===== src/rtl/ptp_tc_pkg.sv =====
package ptp_tc_pkg;
  localparam int SUB_W   = 32;
  localparam int SEC_W   = 32;
  localparam logic [SUB_W:0] NS_MODULUS  = 33'd1_000_000_000;
  localparam logic [SUB_W:0] BIN_MODULUS = 33'h0_8000_0000;

  typedef enum logic [2:0] {
    SEL_RATE   = 3'd0,
    SEL_STEP   = 3'd1,
    SEL_MODE   = 3'd2,
    SEL_SEC    = 3'd3,
    SEL_SUB    = 3'd4,
    SEL_LOAD   = 3'd5
  } reg_sel_e;

  typedef struct packed {
    logic             wrap;
    logic [SUB_W-1:0] value;
  } sub_step_t;

  // Advance the sub-second field by one step and fold it at the mode's modulus.
  function automatic sub_step_t sub_advance(input logic [SUB_W-1:0] cur,
                                            input logic [SUB_W-1:0] step,
                                            input logic             ns_mode);
    sub_step_t         r;
    logic [SUB_W:0]    sum;
    logic [SUB_W:0]    lim;
    sum = {1'b0, cur} + {1'b0, step};
    lim = ns_mode ? NS_MODULUS : BIN_MODULUS;
    if (sum >= lim) begin
      r.wrap  = 1'b1;
      r.value = SUB_W'(sum - lim);
    end else begin
      r.wrap  = 1'b0;
      r.value = sum[SUB_W-1:0];
    end
    return r;
  endfunction
endpackage


===== src/rtl/ptp_tc_regs.sv =====
module ptp_tc_regs #(
  parameter int DATA_W = 32,
  parameter int ADDR_W = 3,
  parameter int INC_W  = 8
) (
  input  logic              clk,
  input  logic              rst_n,
  input  logic              wr_en,
  input  logic [ADDR_W-1:0] wr_addr,
  input  logic [DATA_W-1:0] wr_data,
  output logic [DATA_W-1:0] rate_q,
  output logic [INC_W-1:0]  step_q,
  output logic              ns_mode_q,
  output logic [DATA_W-1:0] stage_sec_q,
  output logic [DATA_W-1:0] stage_sub_q,
  output logic              load_cmd
);
  import ptp_tc_pkg::*;

  assign load_cmd = wr_en && (wr_addr == ADDR_W'(SEL_LOAD));

  always_ff @(posedge clk) begin
    if (!rst_n) begin
      rate_q      <= '0;
      step_q      <= '0;
      ns_mode_q   <= 1'b0;
      stage_sec_q <= '0;
      stage_sub_q <= '0;
    end else if (wr_en) begin
      case (wr_addr)
        ADDR_W'(SEL_RATE): rate_q      <= wr_data;
        ADDR_W'(SEL_STEP): step_q      <= wr_data[INC_W-1:0];
        ADDR_W'(SEL_MODE): ns_mode_q   <= wr_data[0];
        ADDR_W'(SEL_SEC):  stage_sec_q <= wr_data;
        ADDR_W'(SEL_SUB):  stage_sub_q <= wr_data;
        default: ;
      endcase
    end
  end
endmodule


===== src/rtl/ptp_tc_accum.sv =====
module ptp_tc_accum #(
  parameter int ACC_W = 32
) (
  input  logic             clk,
  input  logic             rst_n,
  input  logic             clear,
  input  logic [ACC_W-1:0] rate,
  output logic [ACC_W-1:0] acc_q,
  output logic             tick
);
  logic [ACC_W:0] sum;

  assign sum  = {1'b0, acc_q} + {1'b0, rate};
  assign tick = sum[ACC_W] && !clear;

  always_ff @(posedge clk) begin
    if (!rst_n)     acc_q <= '0;
    else if (clear) acc_q <= '0;
    else            acc_q <= sum[ACC_W-1:0];
  end
endmodule


===== src/rtl/ptp_tc_clock.sv =====
module ptp_tc_clock #(
  parameter int INC_W = 8
) (
  input  logic                         clk,
  input  logic                         rst_n,
  input  logic                         tick,
  input  logic                         load,
  input  logic                         ns_mode,
  input  logic [INC_W-1:0]             step,
  input  logic [ptp_tc_pkg::SEC_W-1:0] load_sec,
  input  logic [ptp_tc_pkg::SUB_W-1:0] load_sub,
  output logic [ptp_tc_pkg::SEC_W-1:0] sec_q,
  output logic [ptp_tc_pkg::SUB_W-1:0] sub_q,
  output logic                         wrap
);
  import ptp_tc_pkg::*;

  sub_step_t nxt;

  assign nxt  = sub_advance(sub_q, SUB_W'(step), ns_mode);
  assign wrap = tick && nxt.wrap;

  always_ff @(posedge clk) begin
    if (!rst_n) begin
      sec_q <= '0;
      sub_q <= '0;
    end else if (load) begin
      sec_q <= load_sec;
      sub_q <= load_sub;
    end else if (tick) begin
      sub_q <= nxt.value;
      if (nxt.wrap) sec_q <= sec_q + 1'b1;
    end
  end
endmodule


===== src/rtl/ptp_time_counter.sv =====
module ptp_time_counter #(
  parameter int DATA_W = 32,
  parameter int ADDR_W = 3,
  parameter int INC_W  = 8
) (
  input  logic              clk,
  input  logic              rst_n,
  input  logic              wr_en,
  input  logic [ADDR_W-1:0] wr_addr,
  input  logic [DATA_W-1:0] wr_data,
  output logic [31:0]       time_sec,
  output logic [31:0]       time_subsec
);
  logic [DATA_W-1:0] rate_val;
  logic [INC_W-1:0]  step_val;
  logic              ns_mode;
  logic [DATA_W-1:0] stage_sec;
  logic [DATA_W-1:0] stage_sub;
  logic              load_cmd;
  logic [DATA_W-1:0] acc_val;
  logic              acc_tick;
  logic              sub_wrap;

  ptp_tc_regs #(.DATA_W(DATA_W), .ADDR_W(ADDR_W), .INC_W(INC_W)) u_regs (
    .clk(clk), .rst_n(rst_n), .wr_en(wr_en), .wr_addr(wr_addr), .wr_data(wr_data),
    .rate_q(rate_val), .step_q(step_val), .ns_mode_q(ns_mode),
    .stage_sec_q(stage_sec), .stage_sub_q(stage_sub), .load_cmd(load_cmd)
  );

  ptp_tc_accum #(.ACC_W(DATA_W)) u_acc (
    .clk(clk), .rst_n(rst_n), .clear(load_cmd), .rate(rate_val),
    .acc_q(acc_val), .tick(acc_tick)
  );

  ptp_tc_clock #(.INC_W(INC_W)) u_clk (
    .clk(clk), .rst_n(rst_n), .tick(acc_tick), .load(load_cmd), .ns_mode(ns_mode),
    .step(step_val), .load_sec(stage_sec), .load_sub(stage_sub),
    .sec_q(time_sec), .sub_q(time_subsec), .wrap(sub_wrap)
  );
endmodule


===== config.mk =====
export PLATFORM = sky130hd
export DESIGN_NAME = ptp_time_counter
export DESIGN_NICKNAME = d
export VERILOG_FILES = /design/src/rtl/ptp_tc_pkg.sv /design/src/rtl/ptp_tc_regs.sv /design/src/rtl/ptp_tc_accum.sv /design/src/rtl/ptp_tc_clock.sv /design/src/rtl/ptp_time_counter.sv
export SDC_FILE = /design/constraint.sdc
export NUM_CORES = 1
export LEC_CHECK = 0
export CAP_MARGIN = 20
export CORE_MARGIN = 1
export CORE_UTILIZATION = 64
export DETAILED_ROUTE_END_ITERATION = 7
export MAX_ROUTING_LAYER = met4
export PLACE_DENSITY = 0.88
export SLEW_MARGIN = 20
export SYNTH_ARGS = -nofsm -noshare
export SYNTH_HDL_FRONTEND = slang
export SYNTH_HIERARCHICAL = 1
export SYNTH_SLANG_ARGS = --single-unit
export TNS_END_PERCENT = 10

===== constraint.sdc =====
create_clock -name clk -period 13.2 [get_ports clk]
set_input_delay 1.98 -clock clk [delete_from_list [all_inputs] [get_ports clk]]
set_output_delay 1.98 -clock clk [all_outputs]
set_load 0.05 [all_outputs]

== Yosys cells after proc, flatten, opt, wreduce, memory -nomap -nowiden ==
Index checks and enable logic that the tools add are counted.

* Add/sub/neg operators: 4
* $mul: 0
* Div/mod/pow operators: 0
* Magnitude comparators: 1
* Equal/unequal tests: 5
* Shift-type cells: 0
* Mux-type cells: 7
* Bitwise operators: 1
* Reductions and logical operators: 13

{| class="wikitable"
|+ Operators with widths
! cell !! count
|-
| 2-to-1 mux 32 bit || 6
|-
| adder 32 x 32 -> 33 bit || 1
|-
| adder 32 x 8 -> 33 bit || 1
|-
| >= comparator 33 x 32 -> 1 bit || 1
|-
| 2-to-1 mux 33 bit || 1
|-
| adder 32 x 1 -> 32 bit (second input constant) || 1
|-
| subtractor 32 bit || 1
|-
| AND reduction 2 bit || 6
|-
| equality test 3 x 2 -> 1 bit (second input constant) || 2
|-
| equality test 3 bit (second input constant) || 2
|-
| nonzero test 2 bit || 2
|-
| equality test 3 x 1 -> 1 bit (second input constant) || 1
|-
| zero test 3 bit || 1
|-
| logical AND 1 bit || 2
|-
| OR reduction 2 bit || 1
|-
| zero test 1 bit || 1
|-
| NOT 1 bit || 1
|}

* Bits in registers: 201
* Bits in latches: 0
* Bits in writable memories: 0
* ROM bits: 0
* Input bits: 38
* Output and inout bits: 64
* Word-level logic and storage cells: 39
* Memories kept: 0

== Logic depth before layout (Yosys ltp) ==
Gate-level depths: netlist of run 1.

* Word-level depth: 6
* Gate-level depth with buffers: 23
* Depth with buffers taken out: 20

== Cells and area by module ==
The synthesis of run 1 kept the hierarchy.

{| class="wikitable"
|+ Modules (own cells, without submodules)
! module !! instances !! cells each !! area each (um^2) !! sequential area each (um^2)
|-
| ptp_tc_clock || 1 || 717 || 5554.1 || 1281.2
|-
| ptp_tc_regs || 1 || 379 || 3902.5 || 2102.0
|-
| ptp_tc_accum || 1 || 332 || 2723.9 || 640.6
|}

== Worst setup path before layout of run 1 ==
No wires, ideal clock.

* Path kind: reg2reg
* From: register u_clk/sub_q[6] in the netlist's numbering
* To: register u_clk/sub_q[29] in the netlist's numbering
* Arrival time: 4.790 ns
* Setup slack: 8.296 ns
* Cell stages (with the launch flop): 18
* Buffers on the path: 1
* Clock period less this slack: 4.904 ns
* Cells stage by stage: dfxtp_1 -> ha_1 -> nand3_2 -> or4_4 -> a21oi_4 -> and3_1 -> nand2_1 -> xnor2_1 -> ha_1 -> nand2b_1 -> a2111oi_0 -> a211oi_1 -> o41a_1 -> o31ai_4 -> buf_2 -> nand2_1 -> mux2i_1 -> a2111oi_0

* Cells in the longest elaborated chain, start to end: 5
* Elaborated cells on any way between the ends: 6
* Those cells by class: 2 x add/sub; 1 x order compare; 3 x mux

{| class="wikitable"
|+ Ends and longest elaborated chain
! item !! RTL line !! source
|-
| start, declared || ptp_tc_clock.sv:13 || <nowiki>output logic [ptp_tc_pkg::SUB_W-1:0] sub_q,</nowiki>
|-
| start signal, assigned || ptp_tc_clock.sv:29 || <nowiki>sub_q <= load_sub;</nowiki>
|-
| start signal, assigned || ptp_tc_clock.sv:31 || <nowiki>sub_q <= nxt.value;</nowiki>
|-
| adder 32 x 8 -> 33 bit (*) || ptp_tc_pkg.sv:28 || <nowiki>sum = {1'b0, cur} + {1'b0, step};</nowiki>
|-
| subtractor 32 bit or >= comparator 33 x 32 -> 1 bit (tied branches) || ptp_tc_pkg.sv:32, ptp_tc_pkg.sv:30 ||
|-
| 2-to-1 mux 33 bit (*) || ptp_tc_pkg.sv:30 || <nowiki>if (sum >= lim) begin</nowiki>
|-
| 2-to-1 mux 32 bit (*) || ptp_tc_clock.sv:30 || <nowiki>end else if (tick) begin</nowiki>
|-
| 2-to-1 mux 32 bit (*) || ptp_tc_clock.sv:27 || <nowiki>end else if (load) begin</nowiki>
|}

Every way passes the cells marked *; elsewhere a longest branch is shown, timed or not. The select of a mux whose other input is x is not followed.
A chain may end at the register's enable or synchronous reset.

== Final worst setup path of run 1 ==
* From: register u_regs.step_q[6]
* To: register u_clk/sub_q[20] in the netlist's numbering

* Cells in the longest elaborated chain, start to end: 5
* Elaborated cells on any way between the ends: 6
* Those cells by class: 2 x add/sub; 1 x order compare; 3 x mux

{| class="wikitable"
|+ Ends and longest elaborated chain
! item !! RTL line !! source
|-
| start, declared || ptp_tc_regs.sv:12 || <nowiki>output logic [INC_W-1:0] step_q,</nowiki>
|-
| start signal, assigned || ptp_tc_regs.sv:32 || <nowiki>ADDR_W'(SEL_STEP): step_q <= wr_data[INC_W-1:0];</nowiki>
|-
| adder 32 x 8 -> 33 bit (*) || ptp_tc_pkg.sv:28 ||
|-
| subtractor 32 bit or >= comparator 33 x 32 -> 1 bit (tied branches) || ptp_tc_pkg.sv:32, ptp_tc_pkg.sv:30 ||
|-
| 2-to-1 mux 33 bit (*) || ptp_tc_pkg.sv:30 ||
|-
| 2-to-1 mux 32 bit (*) || ptp_tc_clock.sv:30 ||
|-
| 2-to-1 mux 32 bit (*) || ptp_tc_clock.sv:27 ||
|}

Marked as above.

==> run_summary.xml, run 1 <==
<?xml version="1.0" encoding="UTF-8"?>
<metrics>
  <group name="final_layout">
    <metric name="final.fill_count" unit="">1351</metric>
    <metric name="layout_common_cells" unit="">sky130_fd_sc_hd__nand2_1 (215), sky130_fd_sc_hd__dfxtp_1 (201), sky130_fd_sc_hd__mux2i_1 (124)</metric>
    <metric name="design.final.nets" unit="">1581</metric>
    <metric name="mostFrequentLayoutCell" unit="">sky130_fd_sc_hd__nand2_1</metric>
    <metric name="area_growth_syn_to_layout" unit="%">15.0</metric>
    <metric name="drive_gt1_frac" unit="">0.0666</metric>
    <metric name="instances_no_fill" unit="">1735</metric>
    <metric name="post-route-cell-area" unit="µm²">14000</metric>
    <metric name="final_core_utilization" unit="">0.749</metric>
    <metric name="antenna-diode-count" unit="">0</metric>
  </group>
  <group name="power_and_ir_drop">
    <metric name="power-per-cell-area" unit="nW/µm²">106</metric>
    <metric name="internal_power" unit="mW">1.11</metric>
    <metric name="sequential_cell_fraction_of_total_power" unit="">0.427</metric>
    <metric name="power.switching" unit="mW">0.382</metric>
    <metric name="maximum_resistive_drop_on_vdd" unit="µV">95.6</metric>
    <metric name="power.share.combinational" unit="">0.118</metric>
    <metric name="power.clock.fraction" unit="">0.455</metric>
    <metric name="totalPowerFinal" unit="mW">1.49</metric>
    <metric name="power.leakage" unit="nW">5.83</metric>
    <metric name="switching_share" unit="">0.256</metric>
  </group>
  <group name="yosys">
    <metric name="mappedNetlistArea" unit="µm²">12200</metric>
    <metric name="synth_flop_cell" unit="">sky130_fd_sc_hd__dfxtp_1</metric>
    <metric name="postSynthCellCount" unit="">1428</metric>
    <metric name="async_flop_share" unit="">0</metric>
    <metric name="mapped_avg_cell_area" unit="µm²">8.53</metric>
    <metric name="ys_seq_elements" unit="">201</metric>
    <metric name="ys_types" unit="">93</metric>
    <metric name="synth-seq-area-share" unit="">0.330</metric>
    <metric name="synthesis.nets" unit="">1524</metric>
    <metric name="synth.yosys.warnings" unit="">6</metric>
    <metric name="synth-edff-count" unit="">0</metric>
  </group>
  <group name="clock_tree">
    <metric name="post_cts_hold_buffer_count" unit="">0</metric>
    <metric name="path_clk_slew" unit="ns">0.06</metric>
    <metric name="ctsRootBufferMaster" unit="">sky130_fd_sc_hd__clkbuf_16</metric>
    <metric name="cts_tree" unit="">yes</metric>
    <metric name="clk_path_buf_depth" unit="">3</metric>
    <metric name="tritoncts.num_buffers" unit="">22</metric>
    <metric name="clkLatencyLatePin" unit="ns">0.50</metric>
    <metric name="cts_htree_levels" unit="">1</metric>
    <metric name="postCtsResizedCells" unit="">0</metric>
    <metric name="post_cts.repair.setup_buffers" unit="">0</metric>
    <metric name="clkSinkCount" unit="">201</metric>
  </group>
  <group name="min_path">
    <metric name="hp-class" unit="">reg -&gt; reg</metric>
  </group>
  <group name="drt">
    <metric name="detail_route.wirelength" unit="µm">36000</metric>
    <metric name="dr.first_iter.drc_count" unit="">1117</metric>
    <metric name="antenna_nets_post_route" unit="">0</metric>
    <metric name="detail_route.first_pass.iterations" unit="">5</metric>
    <metric name="route.detailed.wl_per_inst" unit="µm">20.7</metric>
    <metric name="routed-via-count" unit="">11406</metric>
    <metric name="remaining_drc_errors" unit="">0</metric>
    <metric name="post_drt_via_cell_ratio" unit="">6.57</metric>
  </group>
  <group name="critical_path">
    <metric name="timing.rr.end" unit="">u_clk/sub_q[20]$_SDFFE_PN0P_</metric>
    <metric name="worstPathArrival" unit="ns">6.31</metric>
    <metric name="timing.critical_path.required" unit="ns">13.64</metric>
    <metric name="maximum_fanout_along_the_worst_path" unit="">21</metric>
    <metric name="rr_worst_depth" unit="">18</metric>
    <metric name="regToRegStartpoint" unit="">u_regs/step_q[6]$_SDFFE_PN0P_</metric>
    <metric name="crit_start" unit="">u_regs/step_q[6]$_SDFFE_PN0P_</metric>
    <metric name="rrSetupSlack" unit="ns">7.32</metric>
    <metric name="worst-setup-path-type" unit="">reg -&gt; reg</metric>
    <metric name="setup.worst_path.start_class" unit="">flop</metric>
    <metric name="critical_path.endpoint" unit="">u_clk/sub_q[20]$_SDFFE_PN0P_</metric>
    <metric name="worstSetupEndpointType" unit="">flop</metric>
  </group>
  <group name="sta">
    <metric name="hold_viol_final" unit="">0</metric>
    <metric name="worst-slew-pin-transition" unit="ns">0.933</metric>
    <metric name="maxSlewViolCount" unit="">0</metric>
    <metric name="timing.final.ws_setup" unit="ns">7.32</metric>
    <metric name="timing.final.crit_share" unit="">0.445</metric>
    <metric name="finalSetupViolCount" unit="">0</metric>
    <metric name="fin_hold_ws" unit="ns">0.466</metric>
    <metric name="slew_hr" unit="">0.377</metric>
    <metric name="setup_tns" unit="ns">0</metric>
    <metric name="achievable-frequency" unit="GHz">0.170</metric>
    <metric name="finalWorstPathRequiredPeriod" unit="ns">5.88</metric>
    <metric name="grt_setup_unrepaired" unit="">false</metric>
    <metric name="worst_clock_skew" unit="ns">0.0114</metric>
  </group>
  <group name="place">
    <metric name="detailedPlace.worstSlack" unit="ns">7.28</metric>
    <metric name="place.detailed.hpwl" unit="µm">25700</metric>
    <metric name="dpl_cell_area" unit="µm²">13200</metric>
    <metric name="place_inst" unit="">1695</metric>
    <metric name="io_buffers" unit="">101</metric>
    <metric name="gp_routability_congestion" unit="">1.00</metric>
  </group>
  <group name="floorplan">
    <metric name="coreArea" unit="µm²">18700</metric>
    <metric name="row_count" unit="">50</metric>
    <metric name="io_pins" unit="">102</metric>
    <metric name="chipHeight" unit="µm">140</metric>
    <metric name="die_area" unit="µm²">19600</metric>
    <metric name="die_w" unit="µm">140</metric>
    <metric name="initial_utilization" unit="">0.651</metric>
  </group>
  <group name="global_route">
    <metric name="first_global_vias" unit="">10662</metric>
    <metric name="grt_pass1_wl" unit="µm">56100</metric>
    <metric name="grt_use_total" unit="">0.372</metric>
    <metric name="largest_net_degree_at_the_start_of_global_routing" unit="">92</metric>
    <metric name="antenna_violations_before_repair" unit="">0</metric>
    <metric name="grt_remaining_overflow" unit="">0</metric>
  </group>
  <group name="job">
    <metric name="max-cap-violations" unit="">0</metric>
  </group>
  <group name="run_status">
    <metric name="result_of_the_run" unit="">finished, final reports clean</metric>
  </group>
</metrics>
## how the worst min path moves through the flow
stage / start / endpoint / slack (ns) / depth (start not counted)
after floorplan: u_regs/stage_sec_q[19]$_SDFFE_PN0P_ / u_regs/stage_sec_q[19]$_SDFFE_PN0P_ / 0.43 / 2
after global placement: u_regs/stage_sec_q[5]$_SDFFE_PN0P_ / u_regs/stage_sec_q[5]$_SDFFE_PN0P_ / 0.44 / 2
after detailed placement: u_regs/stage_sec_q[25]$_SDFFE_PN0P_ / u_regs/stage_sec_q[25]$_SDFFE_PN0P_ / 0.45 / 2
after CTS: u_regs/stage_sub_q[10]$_SDFFE_PN0P_ / u_regs/stage_sub_q[10]$_SDFFE_PN0P_ / 0.46 / 2
after global routing: u_regs/stage_sub_q[20]$_SDFFE_PN0P_ / u_clk/sub_q[20]$_SDFFE_PN0P_ / 0.49 / 2
final: u_regs/stage_sec_q[5]$_SDFFE_PN0P_ / u_regs/stage_sec_q[5]$_SDFFE_PN0P_ / 0.47 / 2
## cell families after synthesis
| group | after synthesis | synth area share |
|---|---|---|
| flops | 201 | 0.330 |
| mux | 125 | 0.103 |
| simple gates | 532 | 0.212 |
| fa+ha+maj | 58 | 0.0608 |
| xor+xnor | 94 | 0.0676 |
| compound gates | 316 | 0.187 |
| buf+inv | 102 | 0.0390 |
## flip-flops by register name, indices dropped and copies added (netlist names)
name / cells
u_acc/acc_q: 32
u_clk/sec_q: 32
u_clk/sub_q: 32
u_regs/rate_q: 32
u_regs/stage_sec_q: 32
u_regs/stage_sub_q: 32
u_regs/step_q: 8
u_regs/ns_mode_q: 1
## layer usage
layer / global-route usage / wire (µm) / vias to the layer above
met5: - / 0 / -
met4: 0.138 / 1240 / 0
met3: 0.0646 / 3070 / 102
met2: 0.587 / 16800 / 586
met1: 0.478 / 14900 / 5435
li1: - / - / 5283
## synth_stat cells (8+ instances only)
| cell | n | area (µm²) |
|---|---|---|
| sky130_fd_sc_hd__o21ai_0 | 51 | 255 |
| sky130_fd_sc_hd__xor2_1 | 40 | 350 |
| sky130_fd_sc_hd__mux2i_1 | 124 | 1240 |
| sky130_fd_sc_hd__a31oi_1 | 11 | 68.8 |
| sky130_fd_sc_hd__a21oi_1 | 73 | 365 |
| sky130_fd_sc_hd__dfxtp_1 | 201 | 4020 |
| sky130_fd_sc_hd__xnor2_1 | 54 | 473 |
| sky130_fd_sc_hd__o211ai_1 | 10 | 75.1 |
| sky130_fd_sc_hd__nand2_1 | 215 | 807 |
| sky130_fd_sc_hd__nand4_1 | 23 | 144 |
| sky130_fd_sc_hd__and3_1 | 21 | 131 |
| sky130_fd_sc_hd__o21a_1 | 12 | 90.1 |
| sky130_fd_sc_hd__ha_1 | 56 | 701 |
| sky130_fd_sc_hd__inv_1 | 21 | 78.8 |
| sky130_fd_sc_hd__nor2_1 | 106 | 398 |
| sky130_fd_sc_hd__buf_4 | 9 | 67.6 |
| sky130_fd_sc_hd__o21bai_1 | 8 | 60.1 |
| sky130_fd_sc_hd__and2_1 | 12 | 75.1 |
| sky130_fd_sc_hd__nor3_1 | 24 | 120 |
| sky130_fd_sc_hd__clkbuf_1 | 45 | 169 |
| sky130_fd_sc_hd__a21o_1 | 28 | 210 |
| sky130_fd_sc_hd__nor4_1 | 12 | 75.1 |
| sky130_fd_sc_hd__nand3_1 | 46 | 230 |
| sky130_fd_sc_hd__nand2b_1 | 16 | 100 |
| sky130_fd_sc_hd__a211oi_1 | 36 | 270 |
| sky130_fd_sc_hd__or3_1 | 11 | 68.8 |
| sky130_fd_sc_hd__buf_2 | 16 | 80.1 |
## layout make-up
cell class | instances | area (µm²) | share of cell area
multi-input combinational | 1125 | 7700 | 0.550
sequential | 201 | 4020 | 0.287
timing repair buffer | 112 | 1090 | 0.0779
clock buffer | 28 | 634 | 0.0453
tap | 234 | 293 | 0.0209
clock inverter | 12 | 180 | 0.0129
inverter | 23 | 86.3 | 0.00616
## critical path: stages, from the launching register on
cell and delay, ns:
sky130_fd_sc_hd__dfxtp_1 0.32, sky130_fd_sc_hd__ha_1 0.42, sky130_fd_sc_hd__nand3_2 0.18, sky130_fd_sc_hd__or4_4 0.62
sky130_fd_sc_hd__a21oi_4 0.23, sky130_fd_sc_hd__and3_1 0.21, sky130_fd_sc_hd__nand2_1 0.07, sky130_fd_sc_hd__xnor2_1 0.16
sky130_fd_sc_hd__ha_1 0.23, sky130_fd_sc_hd__nand2b_1 0.14, sky130_fd_sc_hd__a2111oi_0 0.38, sky130_fd_sc_hd__a211oi_1 0.16
sky130_fd_sc_hd__o41a_1 0.49, sky130_fd_sc_hd__o31ai_4 0.77, sky130_fd_sc_hd__and2_1 0.51, sky130_fd_sc_hd__buf_4 0.37
sky130_fd_sc_hd__nand2_1 0.10, sky130_fd_sc_hd__a311o_1 0.31, sky130_fd_sc_hd__a21oi_1 0.13
## power by group through the flow
stage                     sequential, mW  combinational, mW  clock (mW)
after floorplan                    0.661              0.104           0
after global placement             0.649              0.170           0
after detailed placement           0.649              0.171           0
after CTS                          0.636              0.173       0.681
after global routing               0.638              0.188       0.708
final                              0.636              0.176       0.678
(Power assumes the default switching activity.)
==> inputs of run 2 (changes only) <==
--- a/config.mk
+++ b/config.mk
@@ -7,10 +7,10 @@
 export LEC_CHECK = 0
 export CAP_MARGIN = 20
 export CORE_MARGIN = 1
-export CORE_UTILIZATION = 64
+export CORE_UTILIZATION = 59
 export DETAILED_ROUTE_END_ITERATION = 7
 export MAX_ROUTING_LAYER = met4
-export PLACE_DENSITY = 0.88
+export PLACE_DENSITY = 0.82
 export SLEW_MARGIN = 20
 export SYNTH_ARGS = -nofsm -noshare
 export SYNTH_HDL_FRONTEND = slang
==> constraint.sdc (replaced) <==
create_clock -name clk -period 5.9 [get_ports clk]
set_input_delay 0.885 -clock clk [delete_from_list [all_inputs] [get_ports clk]]
set_output_delay 0.885 -clock clk [all_outputs]
set_load 0.05 [all_outputs]
==> run 2 against run 1 <==
Effect of this change:
- critical path depth rose by 1
- flip-flop and latch count did not move
- count of clock-buffer cells in the layout fell by 2
- core utilization fell by 4.6 points
- worst hold slack got worse by 0.0061 ns
- fmax rose by 9.4%
- register-to-register slack got worse by 6.8 ns
- critical endpoint is now u_clk/sec_q[31]$_SDFFE_PN0P_
- design area rose by 1.6%
- non-clock buffer count rose by 18
==> run_summary.xml, run 2 (same netlist as run 1, synthesis figures left out) <==
<?xml version="1.0" encoding="UTF-8"?>
<metrics>
  <group name="global_route">
    <metric name="grt_pass1_wl" unit="µm">57500</metric>
    <metric name="first_global_vias" unit="">10941</metric>
    <metric name="grt_util_met3" unit="">0.0455</metric>
    <metric name="grt_busiest_layer" unit="">met2</metric>
    <metric name="largest_net_degree_at_the_start_of_global_routing" unit="">80</metric>
    <metric name="grt_use_total" unit="">0.346</metric>
    <metric name="antenna_violations_before_repair" unit="">0</metric>
    <metric name="grt_util_met2" unit="">0.553</metric>
    <metric name="grt_remaining_overflow" unit="">0</metric>
    <metric name="gr-usage-met1" unit="">0.452</metric>
  </group>
  <group name="job">
    <metric name="max-cap-violations" unit="">0</metric>
  </group>
  <group name="sta">
    <metric name="hold_viol_final" unit="">0</metric>
    <metric name="worst-slew-pin-transition" unit="ns">1.00</metric>
    <metric name="achievable-frequency" unit="GHz">0.186</metric>
    <metric name="timing.final.crit_share" unit="">0.910</metric>
    <metric name="finalWorstPathRequiredPeriod" unit="ns">5.37</metric>
    <metric name="worst_clock_skew" unit="ns">0.0225</metric>
    <metric name="slew_hr" unit="">0.331</metric>
    <metric name="setup_tns" unit="ns">0</metric>
    <metric name="finalSetupViolCount" unit="">0</metric>
    <metric name="fin_hold_ws" unit="ns">0.460</metric>
    <metric name="grt_setup_unrepaired" unit="">false</metric>
    <metric name="timing.final.ws_setup" unit="ns">0.529</metric>
    <metric name="maxSlewViolCount" unit="">0</metric>
  </group>
  <group name="power_and_ir_drop">
    <metric name="sequential_cell_fraction_of_total_power" unit="">0.415</metric>
    <metric name="totalPowerFinal" unit="mW">3.42</metric>
    <metric name="switching_share" unit="">0.254</metric>
    <metric name="power.share.combinational" unit="">0.118</metric>
    <metric name="power.switching" unit="mW">0.868</metric>
    <metric name="internal_power" unit="mW">2.55</metric>
    <metric name="power-per-cell-area" unit="nW/µm²">241</metric>
    <metric name="maximum_resistive_drop_on_vdd" unit="µV">257</metric>
    <metric name="power.clock.fraction" unit="">0.467</metric>
    <metric name="power.leakage" unit="nW">5.94</metric>
  </group>
  <group name="drt">
    <metric name="post_drt_via_cell_ratio" unit="">6.23</metric>
    <metric name="detail_route.first_pass.iterations" unit="">5</metric>
    <metric name="route.detailed.wl_per_inst" unit="µm">19.9</metric>
    <metric name="dr.first_iter.drc_count" unit="">827</metric>
    <metric name="antenna_nets_post_route" unit="">0</metric>
    <metric name="routed-via-count" unit="">11160</metric>
    <metric name="remaining_drc_errors" unit="">0</metric>
    <metric name="detail_route.wirelength" unit="µm">35700</metric>
  </group>
  <group name="critical_path">
    <metric name="setup.worst_path.start_class" unit="">flop</metric>
    <metric name="worst_path_max_delay_cell" unit="">sky130_fd_sc_hd__or4_4</metric>
    <metric name="maximum_fanout_along_the_worst_path" unit="">24</metric>
    <metric name="worst-setup-path-type" unit="">reg -&gt; reg</metric>
    <metric name="worstPathArrival" unit="ns">5.79</metric>
    <metric name="worstPathCellList" unit="">ha_1, nand3_2, or4_4, a21oi_4, and3_1, nand2_1, xnor2_1, ha_1, nand2b_1, a2111oi_0, a211oi_1, o41a_1, o31ai_4, and2_1, buf_4, buf_4, nor4_1, xnor2_1, a211oi_1</metric>
    <metric name="worstSetupEndpointType" unit="">flop</metric>
    <metric name="timing.critical_path.required" unit="ns">6.32</metric>
    <metric name="max_stage_delay" unit="ns">0.61</metric>
  </group>
  <group name="place">
    <metric name="detailedPlace.worstSlack" unit="ns">0.572</metric>
    <metric name="gp_routability_congestion" unit="">0.992</metric>
    <metric name="place.detailed.hpwl" unit="µm">25300</metric>
    <metric name="io_buffers" unit="">101</metric>
    <metric name="place_inst" unit="">1749</metric>
  </group>
  <group name="clock_tree">
    <metric name="clkLatencyLatePin" unit="ns">0.51</metric>
    <metric name="path_clk_slew" unit="ns">0.06</metric>
    <metric name="clk_path_buf_depth" unit="">3</metric>
    <metric name="cts_htree_levels" unit="">1</metric>
    <metric name="cts_tree" unit="">yes</metric>
    <metric name="tritoncts.num_buffers" unit="">23</metric>
    <metric name="ctsRootBufferMaster" unit="">sky130_fd_sc_hd__clkbuf_16</metric>
    <metric name="post_cts_hold_buffer_count" unit="">0</metric>
    <metric name="clkSinkCount" unit="">201</metric>
    <metric name="postCtsResizedCells" unit="">0</metric>
    <metric name="post_cts.repair.setup_buffers" unit="">0</metric>
  </group>
  <group name="final_layout">
    <metric name="design.final.nets" unit="">1600</metric>
    <metric name="instances_no_fill" unit="">1790</metric>
    <metric name="multi_input_comb_area" unit="µm²">7700</metric>
    <metric name="drive_gt1_frac" unit="">0.0783</metric>
    <metric name="mostFrequentLayoutCell" unit="">sky130_fd_sc_hd__nand2_1</metric>
    <metric name="final.fill_count" unit="">1558</metric>
    <metric name="antenna-diode-count" unit="">0</metric>
    <metric name="layout_common_cells" unit="">sky130_fd_sc_hd__nand2_1 (215), sky130_fd_sc_hd__dfxtp_1 (201), sky130_fd_sc_hd__mux2i_1 (124)</metric>
    <metric name="register_area" unit="µm²">4020</metric>
    <metric name="area_growth_syn_to_layout" unit="%">16.8</metric>
  </group>
  <group name="min_path">
    <metric name="hp-class" unit="">reg -&gt; reg</metric>
  </group>
  <group name="floorplan">
    <metric name="row_count" unit="">52</metric>
    <metric name="die_area" unit="µm²">21200</metric>
    <metric name="initial_utilization" unit="">0.602</metric>
    <metric name="chipHeight" unit="µm">146</metric>
    <metric name="coreArea" unit="µm²">20200</metric>
    <metric name="die_w" unit="µm">146</metric>
    <metric name="io_pins" unit="">102</metric>
  </group>
  <group name="run_status">
    <metric name="result_of_the_run" unit="">finished, final reports clean</metric>
  </group>
</metrics>
-- run 2: cell count changes in the layout (fill, tap and decap cells not counted), sizes merged --
| cell | change |
|---|---|
| bufinv | +2 |
| clkinv | -1 |
| clkbuf | -2 |
| buf | +18 |
| inv | +2 |
-- run 2: power groups by stage --
stage          registers, mW  logic (mW)  clock network (mW)
3_5_place_dp            1.45       0.394                   0
2_1_floorplan           1.48       0.232                   0
5_1_grt                 1.42       0.431                1.67
4_1_cts                 1.42       0.397                1.62
6_report                1.42       0.404                1.60
3_3_place_gp            1.45       0.393                   0
-- run 2: worst max-delay path: cells and delay by family, from the launching register on --
family                   cells  cell delay [ns]
AO/OA/AOI/OAI                6             1.90
AND/OR/NAND/NOR              7             1.55
flip-flops                   1             0.33
buffers and inverters        2             0.54
adder cells (fa/ha/maj)      2             0.65
XOR/XNOR                     2             0.32
-- run 2: final timing paths --
kind                                       startpoint  slack (ns)                                   to  cells past startpoint
setup / recovery          u_clk/sub_q[6]$_SDFFE_PN0P_        0.53         u_clk/sec_q[31]$_SDFFE_PN0P_                     19
hold / removal    u_regs/stage_sec_q[24]$_SDFFE_PN0P_        0.46  u_regs/stage_sec_q[24]$_SDFFE_PN0P_                      2
setup reg to reg          u_clk/sub_q[6]$_SDFFE_PN0P_        0.53         u_clk/sec_q[31]$_SDFFE_PN0P_                     19
hold reg to reg   u_regs/stage_sec_q[24]$_SDFFE_PN0P_        0.46  u_regs/stage_sec_q[24]$_SDFFE_PN0P_                      2
-- run 2: per-layer routing --
layer	part of all wire	wire length, µm
met5	0	0
met4	0.033	1180
met3	0.070	2520
met2	0.46	16600
met1	0.43	15400
-- run 2: cell type report --
cell class                 count  area share
clock buffer                  26      0.0427
tap                          270      0.0237
multi-input combinational   1125       0.541
clock inverter                15      0.0174
sequential                   201       0.283
timing repair buffer         130      0.0862
inverter                      23     0.00607
-- run 2: stage by stage --
stage	util	area, µm²
floorplan	-	12200
global placement	0.661	13400
detailed placement	0.661	13400
CTS	0.703	14200
global route	0.703	14200
finish	0.703	14200
